===== config.mk =====
export PLATFORM = sky130hd
export DESIGN_NAME = gated_acc_adder
export DESIGN_NICKNAME = d
export VERILOG_FILES = /design/src/rtl/ewadd_pkg.sv /design/src/rtl/ewadd_zrange.sv /design/src/rtl/ewadd_lensel.sv /design/src/rtl/ewadd_holdreg.sv /design/src/rtl/ewadd_signext.sv /design/src/rtl/gated_acc_adder.sv
export SDC_FILE = /design/constraint.sdc
export NUM_CORES = 1
export LEC_CHECK = 0
export ABC_CLOCK_PERIOD_IN_PS = 6500
export BUFFER_PORTS_ARGS = -buffer_cell sky130_fd_sc_hd__buf_2
export CORE_MARGIN = 8
export CORE_UTILIZATION = 48
export DETAILED_ROUTE_END_ITERATION = 10
export MAX_ROUTING_LAYER = met4
export PLACE_DENSITY_LB_ADDON = 0.15
export SLEW_MARGIN = 20
export SYNTH_ARGS = -nofsm -noshare
export SYNTH_HDL_FRONTEND = slang
export SYNTH_SLANG_ARGS = --single-unit

===== constraint.sdc =====
create_clock -name clk -period 6.5 [get_ports clk]
set_input_delay 1.3 -clock clk [delete_from_list [all_inputs] [get_ports clk]]
set_output_delay 1.3 -clock clk [all_outputs]
set_load 0.01 [all_outputs]

===== src/rtl/ewadd_pkg.sv =====
// Package: shared helpers for the effective-width accumulate adder.
// Assumes: integer arguments are small, non-negative widths.
package ewadd_pkg;
    // Larger of two widths.
    function automatic int umax(input int a, input int b);
        return (a > b) ? a : b;
    endfunction

    // Width clamped to an upper limit.
    function automatic int ucap(input int a, input int lim);
        return (a > lim) ? lim : a;
    endfunction
endpackage


===== src/rtl/ewadd_zrange.sv =====
// Module: measures the signed width of the addend.
// Output is the smallest n (1..W) such that z fits in n signed bits.
// Assumes: ZRW can hold the value W.
module ewadd_zrange #(
    parameter int W   = 32,
    parameter int ZRW = $clog2(W + 1)
) (
    input  logic [W-1:0]   z,
    output logic [ZRW-1:0] zr
);
    // Find the highest bit that differs from the sign bit.
    always_comb begin
        int n;
        n = 1;
        for (int i = 0; i < W - 1; i++) begin
            if (z[i] != z[W-1]) n = i + 2;
        end
        zr = ZRW'(n);
    end
endmodule


===== src/rtl/ewadd_lensel.sv =====
// Module: picks the effective length and builds the per-bit load mask.
// The product width is estimated as the sum of the operand widths, capped at PW.
// One carry bit is added to the larger width, and the result is capped at OW.
// Assumes: the operand widths given are truthful for the product.
module ewadd_lensel
    import ewadd_pkg::*;
#(
    parameter int PW  = 32,
    parameter int RW  = 5,
    parameter int ZRW = 6,
    parameter int OW  = PW + 1,
    parameter int LW  = $clog2(OW + 1)
) (
    input  logic [RW-1:0]  rng_a,
    input  logic [RW-1:0]  rng_b,
    input  logic [ZRW-1:0] zr,
    output logic [LW-1:0]  len,
    output logic [OW-1:0]  mask
);
    // Estimate the product width, take the larger width, add the carry bit.
    always_comb begin
        int est;
        int l;
        est  = ucap(int'(rng_a) + int'(rng_b), PW);
        l    = ucap(umax(est, int'(zr)) + 1, OW);
        len  = LW'(l);
        for (int i = 0; i < OW; i++) mask[i] = (i < l);
    end
endmodule


===== src/rtl/ewadd_holdreg.sv =====
// Module: result register with a load enable on each bit, plus the length register.
// A bit loads only when load is high and its mask bit is set; otherwise it holds.
// Assumes: mask is a contiguous run of ones starting at bit 0.
module ewadd_holdreg #(
    parameter int OW = 33,
    parameter int LW = $clog2(OW + 1)
) (
    input  logic          clk,
    input  logic          rst_n,
    input  logic          load,
    input  logic [OW-1:0] d,
    input  logic [OW-1:0] mask,
    input  logic [LW-1:0] len_in,
    output logic [OW-1:0] q,
    output logic [LW-1:0] len_q
);
    logic [OW-1:0] en;
    assign en = load ? mask : '0;

    for (genvar i = 0; i < OW; i++) begin : g_bit
        // Load this bit when it is enabled, otherwise hold it.
        always_ff @(posedge clk) begin
            if (!rst_n)     q[i] <= 1'b0;
            else if (en[i]) q[i] <= d[i];
        end
    end

    // Capture the effective length together with the result.
    always_ff @(posedge clk) begin
        if (!rst_n)    len_q <= LW'(OW);
        else if (load) len_q <= len_in;
    end


    frozen_bits_chk: assert property (@(posedge clk) disable iff (!rst_n)
        load |=> (((q ^ $past(q)) & ~$past(en)) == '0));


    mask_contig_chk: assert property (@(posedge clk) disable iff (!rst_n)
        load |-> ((mask & (mask + 1'b1)) == '0) && mask[0]);
endmodule


===== src/rtl/ewadd_signext.sv =====
// Module: rebuilds the full-width value by copying bit len-1 into every higher bit.
// Assumes: len is between 1 and OW.
module ewadd_signext #(
    parameter int OW = 33,
    parameter int LW = $clog2(OW + 1)
) (
    input  logic [OW-1:0] q,
    input  logic [LW-1:0] len,
    output logic [OW-1:0] y
);
    // Replace each non-effective bit with the effective sign bit.
    always_comb begin
        int sb;
        sb = (len == '0) ? 0 : int'(len) - 1;
        for (int i = 0; i < OW; i++) y[i] = (i < int'(len)) ? q[i] : q[sb];
    end
endmodule


===== src/rtl/gated_acc_adder.sv =====
// Module: top of the effective-width gated accumulate adder.
// Computes P+Z at 33 bits with a one-cycle latency and accepts one operation per cycle.
// Bits above the effective length are frozen and restored by sign extension.
// Assumes: rng_a and rng_b are upper bounds on the signed widths of the multiplier operands.
module gated_acc_adder #(
    parameter int PW  = 32,
    parameter int OPW = 16,
    localparam int OW  = PW + 1,
    localparam int RW  = $clog2(OPW + 1),
    localparam int ZRW = $clog2(PW + 1),
    localparam int LW  = $clog2(OW + 1)
) (
    input  logic          clk,
    input  logic          rst_n,
    input  logic          in_valid,
    input  logic [PW-1:0] prod,
    input  logic [RW-1:0] rng_a,
    input  logic [RW-1:0] rng_b,
    input  logic [PW-1:0] addend,
    output logic          out_valid,
    output logic [OW-1:0] sum_out,
    output logic [LW-1:0] eff_len
);
    logic [ZRW-1:0] zr;
    logic [LW-1:0]  len_new;
    logic [OW-1:0]  mask;
    logic [OW-1:0]  sum_new;
    logic [OW-1:0]  q;

    ewadd_zrange #(.W(PW), .ZRW(ZRW)) u_zrange (
        .z  (addend),
        .zr (zr)
    );

    ewadd_lensel #(.PW(PW), .RW(RW), .ZRW(ZRW), .OW(OW), .LW(LW)) u_lensel (
        .rng_a (rng_a),
        .rng_b (rng_b),
        .zr    (zr),
        .len   (len_new),
        .mask  (mask)
    );

    // Sign-extended addition; only the masked bits are stored.
    assign sum_new = {prod[PW-1], prod} + {addend[PW-1], addend};

    ewadd_holdreg #(.OW(OW), .LW(LW)) u_hold (
        .clk    (clk),
        .rst_n  (rst_n),
        .load   (in_valid),
        .d      (sum_new),
        .mask   (mask),
        .len_in (len_new),
        .q      (q),
        .len_q  (eff_len)
    );

    ewadd_signext #(.OW(OW), .LW(LW)) u_sext (
        .q   (q),
        .len (eff_len),
        .y   (sum_out)
    );

    // Delay the strobe to line up with the result.
    always_ff @(posedge clk) begin
        if (!rst_n) out_valid <= 1'b0;
        else        out_valid <= in_valid;
    end


    sum_chk: assert property (@(posedge clk) disable iff (!rst_n)
        in_valid |=> (sum_out == $past({prod[PW-1], prod} + {addend[PW-1], addend})));


    vld_rise_chk: assert property (@(posedge clk) disable iff (!rst_n)
        in_valid |=> out_valid);


    vld_idle_chk: assert property (@(posedge clk) disable iff (!rst_n)
        !in_valid |=> !out_valid);


    len_bound_chk: assert property (@(posedge clk) disable iff (!rst_n)
        out_valid |-> (eff_len >= LW'(2)) && (eff_len <= LW'(OW)));


    idle_hold_chk: assert property (@(posedge clk) disable iff (!rst_n)
        !in_valid |=> $stable(sum_out) && $stable(eff_len));
endmodule


==> reports/results.txt, run 1 <==
The routed length per placed instance was 18.5 microns. The flow ran to the end, and the final reports show no timing, DRC or antenna violations. Most used flip-flop cell after synthesis: sky130_fd_sc_hd__dfxtp_1.

The mean instance size in the synthesized netlist works out to 7.66 sq um. Largest delay contributor family on the critical path: compound AO/OA/AOI/OAI gates. The count of flip-flops with a built-in enable after synthesis was 0; the total routing resource utilization after global routing was 23.4%. After layout, the design draws a total of 0.00153 W. The worst max-slew margin expressed relative to the limit was 32.6%; the ratio of routed vias to standard cells was 6.15. Area of the core: 11,800 sq um.

The largest single stage delay on the critical path is 0.55 ns. The type of the worst min-delay path is reg -> reg. For the number of global-route vias before repair, the log shows 5,991. The slowest stage of the critical path belongs to the cell sky130_fd_sc_hd__or4_1. Dividing the final minimum period by the clock period gives 88.9%. For the final database, setup skew stands at 0 ns. The tools report the number of buffers created by CTS as 5. The tree is rooted in a sky130_fd_sc_hd__clkbuf_16. The number of antenna violations at the first check in global routing is 0, and the die span in x is 125 microns. Of all nets on the critical path, the largest fanout is 14. 117 I/O pins were placed. The logs give 0 for the total count of hold-check failures in the final report and 0 for the antenna cell count. Yosys mapped the design onto 83 distinct sky130hd cell types.

The placed wire-length estimate is 15.3 mm. The post-synthesis adder-cell area fraction is 11.2%. The synthesized netlist devotes 32.7% of its cell area to compound gates.

The run gives 0.488 ns as the final worst hold slack. After synthesis, the largest area contributor takes up 14.0% of total cell area. The endpoint required time on the critical path was 6.67 ns; the largest net degree at the start of global routing was 32.

The critical path in this run is classified as in -> reg. The total clock sinks is 40. With fillers left out, the area of the finished cells amounts to 6600 sq um. Measured against the total synthesized area, the mux share comes to 13.1%. The number of buffers inserted by port buffering works out to 116.

The largest vdd supply drop was 102 uV. The slew at the pin with the worst max-slew slack works out to 1.01 ns. After detailed routing, the number of remaining DRC violations is 0.

The signal on the critical path passes through buf_2 > or4_1 > a211o_1 > o211a_1 > o311a_1 > o21ai_2 > inv_1 > ha_1 > nand4_1 > o22ai_1 > a21oi_1 > buf_4 > mux2i_2 > ha_1 > a31oi_4 > a221o_2 > nor3b_1 > o21ai_0 > o311a_1. Maximum count of clock buffers along a single path: 2. The worst path buffer plus inverter count is 3.

The final layout net count was 977; the remaining global-route overflow was 0. The storage element area was 801 sq um. Hold repair after CTS inserted 0 buffers. Maximum frequency from static timing analysis: 173 MHz.

Setup repair after global routing left no endpoint under its margin. The worst setup path is captured at a flip-flop. Setup total negative slack on the finished layout was measured at 0 ns. The initial utilization of the core area, before any placement, comes to 48.4%. The number of setup buffers added after CTS is 0. Setup violations remaining at the end of the flow were counted as 0.

The max-slew violation total from the final report is 0, and the end-of-flow core utilization is 55.9%. The placed instances occupy a cell area of 6430 sq um. The post-detailed-route count of antenna-violating nets is 0, and the xor-xnor portion of the synthesized cell area is 4.59%. After clock tree synthesis, the clock-pin slew on the worst setup and hold paths is 0.06 ns.

TritonCTS built the clock tree. The tools report the yosys synthesis warning count as 0. For this block, the routed nets add up to 18.5 mm of wire.

The global-route wire length before repair is 29.9 mm. At the end of routability-driven placement, the weighted congestion stood at 0.927. Fill cells in the final layout number 1,147.

The worst setup path is launched from an input pin. For the clock latency on the worst-skew pair, the log shows 0.28 ns. The area growth from synthesis to layout is 15.4%. In the final layout, the multi-input gates occupy 4700 sq um. Measured along the y axis, the die boundary spans 125 microns.

The die footprint came out at 15,700 sq um. The run gives 3.03 nW as the cell leakage power. The number of vias in the routed layout is 6,136, and the synthesis-stage register bit count is 40.

In this run the core area contains 40 standard-cell rows. The number of search-and-repair iterations in the first detailed-routing pass was 5; the number of cells upsized or downsized after cts was 0. At the worst endpoint, the arrival time is 5.95 ns. The run gives 747 as the post-synthesis instance total. Most area-hungry cell type in the Yosys netlist: sky130_fd_sc_hd__dfxtp_1.

Number of nets in the synthesized netlist: 874. By area the synthesized netlist is led by sky130_fd_sc_hd__dfxtp_1 14%, sky130_fd_sc_hd__ha_1 10%, sky130_fd_sc_hd__a21oi_1 7.1%. The combinational family with the most area after synthesis is compound AO/OA/AOI/OAI gates. Of the total synthesized cell area, the portion taken by AND, OR, NAND and NOR gates is 20.4%. The share of the Yosys chip area taken by registers is 14.0%. The smallest clock period supported by the final layout is computed as 5.78 ns. The total of max-cap violations is 0, and the power density over cell area is 232 nW/um^2. The async set or reset register ratio after synthesis was 0%; the fraction of final layout cells sized beyond drive strength 1 was 24.6%. Deepest level of the CTS H-tree: 2.

For this block, the initial DRC count from the detailed router was 383. In this run the cell area of the synthesized design comes to 5720 sq um.
sequential cells by signal, indices dropped and copies added, names as in the netlist:
name          flops
out_valid         1
u_hold.len_q      6
u_hold.q         33
worst register-to-register path, stage by stage (launching register included):
cell and delay [ns]:
sky130_fd_sc_hd__dfxtp_1 0.79, sky130_fd_sc_hd__nand2_1 0.11, sky130_fd_sc_hd__a21oi_1 0.17
through the flow:
| stage | std cells | worst slack [ns] |
|---|---|---|
| 2_1_floorplan | 747 | 0.604 |
| 3_3_place_gp | 990 | 0.584 |
| 3_5_place_dp | 990 | 0.459 |
| 4_1_cts | 998 | 0.757 |
| 5_1_grt | 998 | 0.503 |
| 6_report | 998 | 0.722 |
path summary, 6_finish.rpt:
kind                                              startpoint                            to  slack (ns)  cells past startpoint
worst max-delay path                              addend[31]     u_hold.q[18]$_SDFFE_PN0P_        0.72                     19
worst min-delay path                u_hold.q[6]$_SDFFE_PN0P_      u_hold.q[6]$_SDFFE_PN0P_        0.49                      2
worst max register to register  u_hold.len_q[3]$_SDFFE_PN0P_  u_hold.len_q[3]$_SDFFE_PN0P_        5.35                      2
worst min register to register      u_hold.q[6]$_SDFFE_PN0P_      u_hold.q[6]$_SDFFE_PN0P_        0.49                      2
layer usage:
layer  GRT usage, %  part of all wire (%)  vias up
li1               -                     -     3041
met4           7.59                   2.3        0
met3           2.46                   4.6       23
met5              -                     0        -
met1           29.3                    46     2874
met2           38.8                    47      198
synthesized netlist by cell type, types with 11 or more instances:
cell type / count
sky130_fd_sc_hd__mux2_2: 34
sky130_fd_sc_hd__nand4_1: 11
sky130_fd_sc_hd__clkbuf_1: 20
sky130_fd_sc_hd__nand2_1: 50
sky130_fd_sc_hd__xor2_1: 14
sky130_fd_sc_hd__nor2_1: 59
sky130_fd_sc_hd__a21o_1: 27
sky130_fd_sc_hd__mux2i_1: 24
sky130_fd_sc_hd__a31oi_1: 15
sky130_fd_sc_hd__ha_1: 48
sky130_fd_sc_hd__inv_1: 30
sky130_fd_sc_hd__nand3_1: 27
sky130_fd_sc_hd__xnor2_1: 16
sky130_fd_sc_hd__nand2b_1: 14
sky130_fd_sc_hd__o21ai_0: 42
sky130_fd_sc_hd__a21oi_1: 81
sky130_fd_sc_hd__dfxtp_1: 40
layout by cell type (no fill, tap or decap), types with 5 or more instances in the layout:
| master | count |
|---|---|
| sky130_fd_sc_hd__xor2_1 | 14 |
| sky130_fd_sc_hd__o21a_1 | 8 |
| sky130_fd_sc_hd__a211oi_1 | 9 |
| sky130_fd_sc_hd__buf_4 | 8 |
| sky130_fd_sc_hd__nor3_1 | 10 |
| sky130_fd_sc_hd__o22ai_1 | 8 |
| sky130_fd_sc_hd__mux2_2 | 34 |
| sky130_fd_sc_hd__a21oi_1 | 81 |
| sky130_fd_sc_hd__a21o_1 | 27 |
| sky130_fd_sc_hd__clkbuf_16 | 5 |
| sky130_fd_sc_hd__nand2b_1 | 14 |
| sky130_fd_sc_hd__xnor2_1 | 16 |
| sky130_fd_sc_hd__inv_1 | 30 |
| sky130_fd_sc_hd__o21ai_0 | 42 |
| sky130_fd_sc_hd__dfxtp_1 | 40 |
| sky130_fd_sc_hd__a31oi_1 | 15 |
| sky130_fd_sc_hd__or3_1 | 8 |
| sky130_fd_sc_hd__buf_2 | 116 |
| sky130_fd_sc_hd__ha_1 | 48 |
| sky130_fd_sc_hd__and3_1 | 6 |
| sky130_fd_sc_hd__mux2i_1 | 23 |
| sky130_fd_sc_hd__or4_1 | 6 |
| sky130_fd_sc_hd__o31ai_1 | 10 |
| sky130_fd_sc_hd__nand2_1 | 50 |
| sky130_fd_sc_hd__mux4_2 | 5 |
| sky130_fd_sc_hd__nor2b_1 | 7 |
| sky130_fd_sc_hd__and2_1 | 6 |
| sky130_fd_sc_hd__nand3_1 | 27 |
| sky130_fd_sc_hd__nand4_1 | 11 |
| sky130_fd_sc_hd__or2_2 | 9 |
| sky130_fd_sc_hd__nor2_1 | 59 |
| sky130_fd_sc_hd__o211ai_1 | 8 |
kinds of logic (layout without fill, tap and decap cells):
group | Yosys count | after routing
mux | 64 | 64
simple gates | 231 | 231
flops | 40 | 40
compound gates | 273 | 273
xor+xnor | 30 | 30
buf+inv | 59 | 163
fa+ha+maj | 50 | 50
power by group:
| group | switching [W] | internal, W |
|---|---|---|
| logic | 0.000525 | 0.000382 |
| clock network | 0.0000945 | 0.000180 |
| registers | 0.0000586 | 0.000290 |
| total | 0.000678 | 0.000852 |
area by class of cell:
cell class                 instances  share of cell area (%)
clock buffer                       6                    1.95
multi-input combinational        648                    71.1
clock inverter                     2                   0.531
inverter                          31                    1.76
tap                              147                    2.79
timing repair buffer             124                    9.70
sequential                        40                    12.1
Power figures use the tool's default switching activity.
==> inputs of run 2 (changes only) <==
ABC_CLOCK_PERIOD_IN_PS = 5000   (was 6500)
PLACE_DENSITY = 0.75   (was not set)
PLACE_DENSITY_LB_ADDON = not set   (was 0.15)
clock period = 5 ns   (was 6.5 ns; I/O delays follow)
==> reports/results.txt, run 2 (synthesis gave the netlist of run 1 again) <==
The total of max-cap violations came out at 0 (unchanged). For the deepest level of the CTS H-tree, the log shows 2 (unchanged). The most common cell after layout, fill and taps aside is sky130_fd_sc_hd__buf_2 (unchanged). Clock period minus worst slack: 5.11 ns. The run gives 15.0% (was 18.0%) as the part of the total power dissipated in the clock network. TritonCTS built the clock tree.

The endpoint required time on the critical path was 5.13 ns (was 6.67 ns). The hold-critical path depth is 2 (unchanged). The register name with the most flops was u_hold.q (unchanged). The detailed-routed wire length on met2 was 9.03 mm (was 8.67 mm); the number of primary I/O pins was 117 (unchanged).

Met3 wirelength from detailed routing: 1.04 mm (was 856 microns). The total routing resource utilization after global routing came out at 23.5% (was 23.4%). Largest delay contributor family on the critical path: compound AO/OA/AOI/OAI gates (unchanged). The end-of-flow core utilization is 62.5% (was 55.9%). The tools report the endpoint kind of the worst setup timing path as a flip-flop (unchanged).

The top routing layer in use was met4 (unchanged). The clock latency on the worst-skew pair is 0.28 ns (about the same), and the worst path buffer plus inverter count is 3 (unchanged). The number of standard-cell rows in the floorplan is 40 (unchanged), and the post-synthesis to final-layout area growth is 29.1% (was 15.4%). The logs give 1,073 (was 998) for the count of non-filler cells in the finished layout and 32 (unchanged) for the largest net degree at the start of global routing. For the arrival time at the worst endpoint, the log shows 5.23 ns (was 5.95 ns). The category of the critical setup timing path is in -> reg (unchanged). The flip-flop count of the largest register after layout was 33 (unchanged); the die outline height was 125 microns (unchanged). Largest registers in the final layout: u_hold.q (33), u_hold.len_q (6), out_valid (1) (unchanged). The number of global-route vias before repair was 6,230 (was 5,991). Type of the worst min-delay path: reg -> reg (unchanged). The post-placement cell area is 7010 sq um (was 6430 sq um). The tools report the detailed-routing wirelength on met1 as 8.51 mm (was 8.54 mm). The checks that failed: negative setup slack.

The total count of hold-check failures in the final report came out at 0 (unchanged). The number of antenna violations at the first check in global routing was 0 (unchanged); the fraction of power spent switching nets was 44.0% (was 44.3%). The ratio of routed vias to standard cells was 6.02 (was 6.15); the internal power was 0.00125 W (was 0.000852 W). The maximum cell stage delay along the critical path was 0.41 ns (was 0.55 ns). Part of the power in registers: 19.6% (was 22.8%).

The post-detailed-route count of antenna-violating nets was 0 (unchanged); the worst reg2reg path depth was 3 (was 2). The detailed-route DRC error count was 0 (unchanged). The run gives 3.45 nW (was 3.03 nW) as the cell leakage power.

The die span in x works out to 125 microns (unchanged). Total of fill cells in the finished design: 1,042 (was 1,147). For the maximum count of clock buffers along a single path, the log shows 2 (unchanged). The tools report the worst max-slew margin expressed relative to the limit as 30.1% (was 32.6%). The tools report the antenna cell count as 0 (unchanged). Global-route wire length before repair: 30.5 mm (was 29.9 mm). Type of origin of the critical path: an input pin (unchanged). The net load switching power is 0.000978 W (was 0.000678 W), and the routed length per placed instance is 17.7 microns (was 18.5 microns). The tools report the startpoint of the tightest hold check path as u_hold.q[6]$_SDFFE_PN0P_ (unchanged). Derived from the worst setup path, the maximum achievable clock frequency is 196 MHz. The clock transition time at the flip-flop clock pins of the worst setup and hold paths came out at 0.06 ns (about the same).

The remaining global-route overflow came out at 0 (unchanged). The run gives 6,461 (was 6,136) as the number of vias in the routed layout. The max-slew violation total from the final report is 0 (unchanged). Cells traversed along the worst timing path: buf_4 > buf_12 > or3_1 > o221a_2 > o211a_1 > nor2_1 > ha_1 > nor2b_1 > o31ai_2 > a21oi_4 > buf_4 > o31a_1 > a31oi_4 > a211oi_2 > a32o_2 > a31oi_2 > mux2i_1 > nor2_1 (was buf_2 > or4_1 > a211o_1 > o211a_1 > o311a_1 > o21ai_2 > inv_1 > ha_1 > nand4_1 > o22ai_1 > a21oi_1 > buf_4 > mux2i_2 > ha_1 > a31oi_4 > a221o_2 > nor3b_1 > o21ai_0 > o311a_1). The start point of the critical path is addend[31] (unchanged). For the initial detailed-routing violation count, the log shows 470 (was 383). The flow ran to the end, but the final reports show violations. Effective utilization at floorplan: 48.4% (unchanged). The relative contribution of combinational cells to total power was 65.4% (was 59.2%). The fraction of final layout cells sized beyond drive strength 1 is 33.3% (was 24.6%). The run gives 15,700 sq um (unchanged) as the die footprint.

Post-layout instance area: 7390 sq um (was 6600 sq um). The run gives -0.105 ns (was 0 ns) as the total negative slack for setup checks. Power density over cell area: 301 nW/um^2 (was 232 nW/um^2). The post-route clock skew is 0 ns (unchanged), and the least setup slack across all paths after layout is -0.105 ns (was 0.722 ns). The final worst hold slack came out at 0.485 ns (was 0.488 ns). The logs give 0.985 (was 0.927) for the global placement routability congestion and 40 (unchanged) for the total clock sinks. The tools report the area of the core as 11,800 sq um (unchanged). The tools report the largest vdd supply drop as 149 uV (was 102 uV).

The depth of the critical timing path with buffers and inverters included is 18 (was 19). The launching point of the worst reg2reg path was u_hold.len_q[3]$_SDFFE_PN0P_ (unchanged). The tools report the final layout net count as 1,053 (was 977). The placed wire-length estimate was 15.5 mm (was 15.3 mm); the number of buffers created by CTS was 5 (unchanged). The run gives 5 (unchanged) as the number of search-and-repair iterations in the first detailed-routing pass. The run gives 0 (unchanged) as the cts-stage hold buffer count. The slowest library cell on the worst path was sky130_fd_sc_hd__or3_1 (was sky130_fd_sc_hd__or4_1). The clock tree root buffer cell was sky130_fd_sc_hd__clkbuf_16 (unchanged). Highest-count cells in the layout ignoring fill and taps: 115 x sky130_fd_sc_hd__buf_2, 83 x sky130_fd_sc_hd__buf_4, 78 x sky130_fd_sc_hd__a21oi_1 (was 116 x sky130_fd_sc_hd__buf_2, 81 x sky130_fd_sc_hd__a21oi_1, 59 x sky130_fd_sc_hd__nor2_1).

The aggregate routed wire length was 19.0 mm (was 18.5 mm); the cell total after placement was 1,058 (was 990). The number of buffers inserted by port buffering works out to 116 (unchanged). The post-route fraction of the period consumed by the critical path was 102%. The run gives 1 (was 0) as the count of final setup violators. The largest fanout of any net on the critical path is 12 (was 14), and the slew at the pin with the worst max-slew slack is 1.05 ns (was 1.01 ns).
run 2: changes by cell type in the layout (fill, tap and decap cells not counted), sizes merged:
cell / before / now
bufinv: 1 / 0
buf: 124 / 200
clkbuf: 6 / 7
clkinv: 1 / 0
run 2: power by group through the flow:
stage          clock [W]  combinational (W)  sequential, W
2_1_floorplan          0           0.000882       0.000417
3_3_place_gp           0            0.00132       0.000435
3_5_place_dp           0            0.00133       0.000438
4_1_cts         0.000331            0.00136       0.000432
5_1_grt         0.000348            0.00158       0.000440
6_report        0.000335            0.00145       0.000436
run 2: per-layer routing:
layer  track usage (%)  vias to the layer above
met5                 -                        -
met4              6.59                        0
met3              3.48                       33
met2              39.1                      235
met1              29.1                     2999
li1                  -                     3194
run 2: worst paths after layout:
check	to	slack, ns
setup / recovery	u_hold.q[22]$_SDFFE_PN0P_	-0.11
hold / removal	u_hold.q[6]$_SDFFE_PN0P_	0.49
setup reg to reg	u_hold.len_q[3]$_SDFFE_PN0P_	4.01
hold reg to reg	u_hold.q[6]$_SDFFE_PN0P_	0.49
run 2: area by class of cell:
cell class,instances,area [sq um],area share (%)
inverter,31,116,1.58
clock buffer,7,153,2.07
tap,147,184,2.49
multi-input combinational,648,4900,66.4
timing repair buffer,200,1230,16.7
sequential,40,801,10.8
run 2: repair_timing:
item                                    CTS  global route
endpoints found under the setup margin    6            36
pin swaps                                 3            14
gates resized for setup                   3            30
buffers inserted                          3             5
run 2: per-stage QoR:
step / setup WS [ns] / power, W
floorplan: -0.0666 / 0.00130
global placement: -0.207 / 0.00176
detailed placement: -0.369 / 0.00177
CTS: 0.00435 / 0.00212
global route: -0.221 / 0.00236
finish: -0.105 / 0.00222
run 2: tightest hold or removal path, stage by stage (launching register included):
cell and delay (ns):
sky130_fd_sc_hd__dfxtp_1 0.32, sky130_fd_sc_hd__nand2_1 0.06, sky130_fd_sc_hd__mux2i_1 0.05
==> inputs of run 3 (changes only) <==
CTS_BUF_LIST = sky130_fd_sc_hd__clkbuf_4   (was not set)
==> reports/results.txt, run 3 (synthesis gave the netlist of run 1 again) <==
The logs give 32 (unchanged) for the largest net degree at the start of global routing and 0 ns (was -0.105 ns) for the total negative slack for setup checks. For the die footprint, the log shows 15,700 sq um (unchanged). The tools report the initial detailed-routing violation count as 439 (was 470). Post-route fraction of the period consumed by the critical path: 97.1% (was 102%).

Largest registers in the final layout: u_hold.q (33), u_hold.len_q (6), out_valid (1) (unchanged). Highest-count cells in the layout ignoring fill and taps: 116 x sky130_fd_sc_hd__buf_2, 80 x sky130_fd_sc_hd__buf_4, 78 x sky130_fd_sc_hd__a21oi_1 (was 115 x sky130_fd_sc_hd__buf_2, 83 x sky130_fd_sc_hd__buf_4, 78 x sky130_fd_sc_hd__a21oi_1). The run gives 0.00197 W (was 0.00222 W) as the power after layout. The total of fill cells in the finished design is 1,085 (was 1,042). The logs give 5.07 ns (was 5.23 ns) for the arrival time at the worst endpoint and 206 MHz (was 196 MHz) for the maximum frequency from static timing analysis. The tools report the cell leakage power as 3.37 nW (was 3.45 nW). Clock tree root buffer cell: sky130_fd_sc_hd__clkbuf_4 (was sky130_fd_sc_hd__clkbuf_16).

The maximum count of clock buffers along a single path is 2 (unchanged), and the routed length per placed instance is 17.3 microns (was 17.7 microns). The fraction of final layout cells sized beyond drive strength 1 is 31.9% (was 33.3%), and the number of primary I/O pins is 117 (unchanged). The run gives 0 (unchanged) as the total of max-cap violations. The internal power is 0.00106 W (was 0.00125 W). The die span in x was 125 microns (unchanged).

The part of the total power dissipated in the clock network is 7.9% (was 15.0%). The cts-stage hold buffer count is 0 (unchanged). Category of the critical setup timing path: in -> reg (unchanged).

The clock latency on the worst-skew pair is 0.35 ns (was 0.28 ns). The number of antenna violations at the first check in global routing is 1 (was 0). The most common cell after layout, fill and taps aside is sky130_fd_sc_hd__buf_2 (unchanged). The post-synthesis to final-layout area growth is 25.0% (was 29.1%), and the largest vdd supply drop is 119 uV (was 149 uV). The count of non-filler cells in the finished layout was 1,071 (was 1,073); the aggregate routed wire length was 18.6 mm (was 19.0 mm).

Register name with the most flops: u_hold.q (unchanged). The cell total after placement is 1,058 (unchanged). Relative contribution of combinational cells to total power: 70.1% (was 65.4%).

Slew at the pin with the worst max-slew slack: 1.03 ns (was 1.05 ns). The total routing resource utilization after global routing is 23.3% (was 23.5%). The tools report the deepest level of the CTS H-tree as 2 (unchanged). The fraction of power spent switching nets was 46.4% (was 44.0%); the total clock sinks was 40 (unchanged).

The tools report the count of final setup violators as 0 (was 1). For the max-slew violation total from the final report, the log shows 0 (unchanged). The number of buffers inserted by port buffering was 116 (unchanged). The number of global-route vias before repair came out at 6,161 (was 6,230). Ratio of routed vias to standard cells: 6.01 (was 6.02). The clock transition time at the flip-flop clock pins of the worst setup and hold paths is 0.11 ns (was 0.06 ns). Clock period minus worst slack: 4.86 ns (was 5.11 ns).

For the endpoint required time on the critical path, the log shows 5.21 ns (was 5.13 ns). Setup repair after global routing could not meet its margin everywhere. The largest fanout of any net on the critical path is 7 (was 12), and the number of search-and-repair iterations in the first detailed-routing pass is 7 (was 5). Storage element area: 801 sq um (unchanged).

Type of origin of the critical path: an input pin (unchanged). For the area occupied by multi-input gates, the log shows 4800 sq um (was 4900 sq um). The endpoint kind of the worst setup timing path was a flip-flop (unchanged).

The logs give 6,436 (was 6,461) for the number of vias in the routed layout and 0 ns (unchanged) for the post-route clock skew. The die outline height works out to 125 microns (unchanged). The remaining global-route overflow is 0 (unchanged). The logs give 11,800 sq um (unchanged) for the area of the core and 0 (unchanged) for the detailed-route DRC error count.

The flip-flop count of the largest register after layout is 33 (unchanged), and the worst max-slew margin expressed relative to the limit is 31.6% (was 30.1%). The number of buffers created by CTS is 5 (unchanged). The placed wire-length estimate was 15.5 mm (unchanged). The logs give 0 (unchanged) for the post-detailed-route count of antenna-violating nets and 0.985 (unchanged) for the global placement routability congestion.

TritonCTS built the clock tree. The global-route wire length before repair came out at 30.3 mm (was 30.5 mm). The part of the power in registers was 22.0% (was 19.6%). The tools report the effective utilization at floorplan as 48.4% (unchanged). The run finished with clean final reports. The net load switching power came out at 0.000917 W (was 0.000978 W). The total count of hold-check failures in the final report was 0 (unchanged); the number of standard-cell rows in the floorplan was 40 (unchanged). The tools report the final layout net count as 1,050 (was 1,053). The type of the worst min-delay path is reg -> reg (unchanged).

The power density over cell area came out at 276 nW/um^2 (was 301 nW/um^2).
-- run 3: stage by stage --
| step | util (%) | hold WS [ns] | setup WS, ns | cell area (sq um) |
|---|---|---|---|---|
| final | 60.6 | 0.494 | 0.144 | 7150 |
| after global routing | 60.6 | 0.525 | -0.0567 | 7150 |
| after CTS | 59.7 | 0.496 | 0.00376 | 7060 |
| after detailed placement | 59.3 | 0.480 | -0.369 | 7010 |
| after global placement | 59.3 | 0.461 | -0.207 | 7010 |
| after floorplan | - | 0.440 | -0.0666 | 5790 |
-- run 3: cell type report --
type / count / area share, %
Timing Repair Buffer: 197 / 16.8
Inverter: 31 / 1.63
Tap cell: 147 / 2.57
Antenna cell: 1 / 0.0350
Clock buffer: 5 / 0.525
Multi-Input combinational cell: 648 / 67.2
Sequential cell: 40 / 11.2
Clock inverter: 2 / 0.105
-- run 3: critical path: stages --
cell                      delay (ns)
sky130_fd_sc_hd__buf_2          0.13
sky130_fd_sc_hd__or4_4          0.54
sky130_fd_sc_hd__mux2_4         0.27
sky130_fd_sc_hd__o211a_1        0.11
sky130_fd_sc_hd__o311a_1        0.30
sky130_fd_sc_hd__o21ai_2        0.14
sky130_fd_sc_hd__inv_1          0.06
sky130_fd_sc_hd__ha_1           0.26
sky130_fd_sc_hd__nand4_1        0.08
sky130_fd_sc_hd__o22ai_1        0.10
sky130_fd_sc_hd__a21oi_2        0.31
sky130_fd_sc_hd__mux2i_2        0.29
sky130_fd_sc_hd__buf_4          0.15
sky130_fd_sc_hd__inv_2          0.03
sky130_fd_sc_hd__ha_1           0.33
sky130_fd_sc_hd__or3_4          0.42
sky130_fd_sc_hd__o31ai_2        0.26
sky130_fd_sc_hd__mux2i_1        0.22
sky130_fd_sc_hd__nor2_1         0.05
-- run 3: power by group through the flow --
stage               logic (W)  registers [W]  clock network, W
finish                0.00138       0.000434          0.000156
global route          0.00151       0.000439          0.000170
CTS                   0.00134       0.000431          0.000155
detailed placement    0.00133       0.000438                 0
global placement      0.00132       0.000435                 0
floorplan            0.000882       0.000417                 0
-- run 3: what timing repair did --
item | in CTS | in global routing
endpoints found under the setup margin | 1 | 33
buffers inserted | 0 | 5
gates cloned | 0 | 0
gates resized for setup | 1 | 14
pin swaps | 0 | 8
-- run 3: path summary, 6_finish.rpt --
check                                    start                            to  slack, ns  depth (start not counted)
setup / recovery                    addend[31]     u_hold.q[24]$_SDFFE_PN0P_       0.14                         19
hold / removal        u_hold.q[6]$_SDFFE_PN0P_      u_hold.q[6]$_SDFFE_PN0P_       0.49                          2
setup reg to reg  u_hold.len_q[3]$_SDFFE_PN0P_  u_hold.len_q[3]$_SDFFE_PN0P_       4.00                          3
hold reg to reg       u_hold.q[6]$_SDFFE_PN0P_      u_hold.q[6]$_SDFFE_PN0P_       0.49                          2
-- run 3: per-layer routing --
metal,track usage (%),wire [microns]
met1,29.2,8290
met2,38.7,8710
met3,2.89,1130
met4,6.45,433
met5,-,0
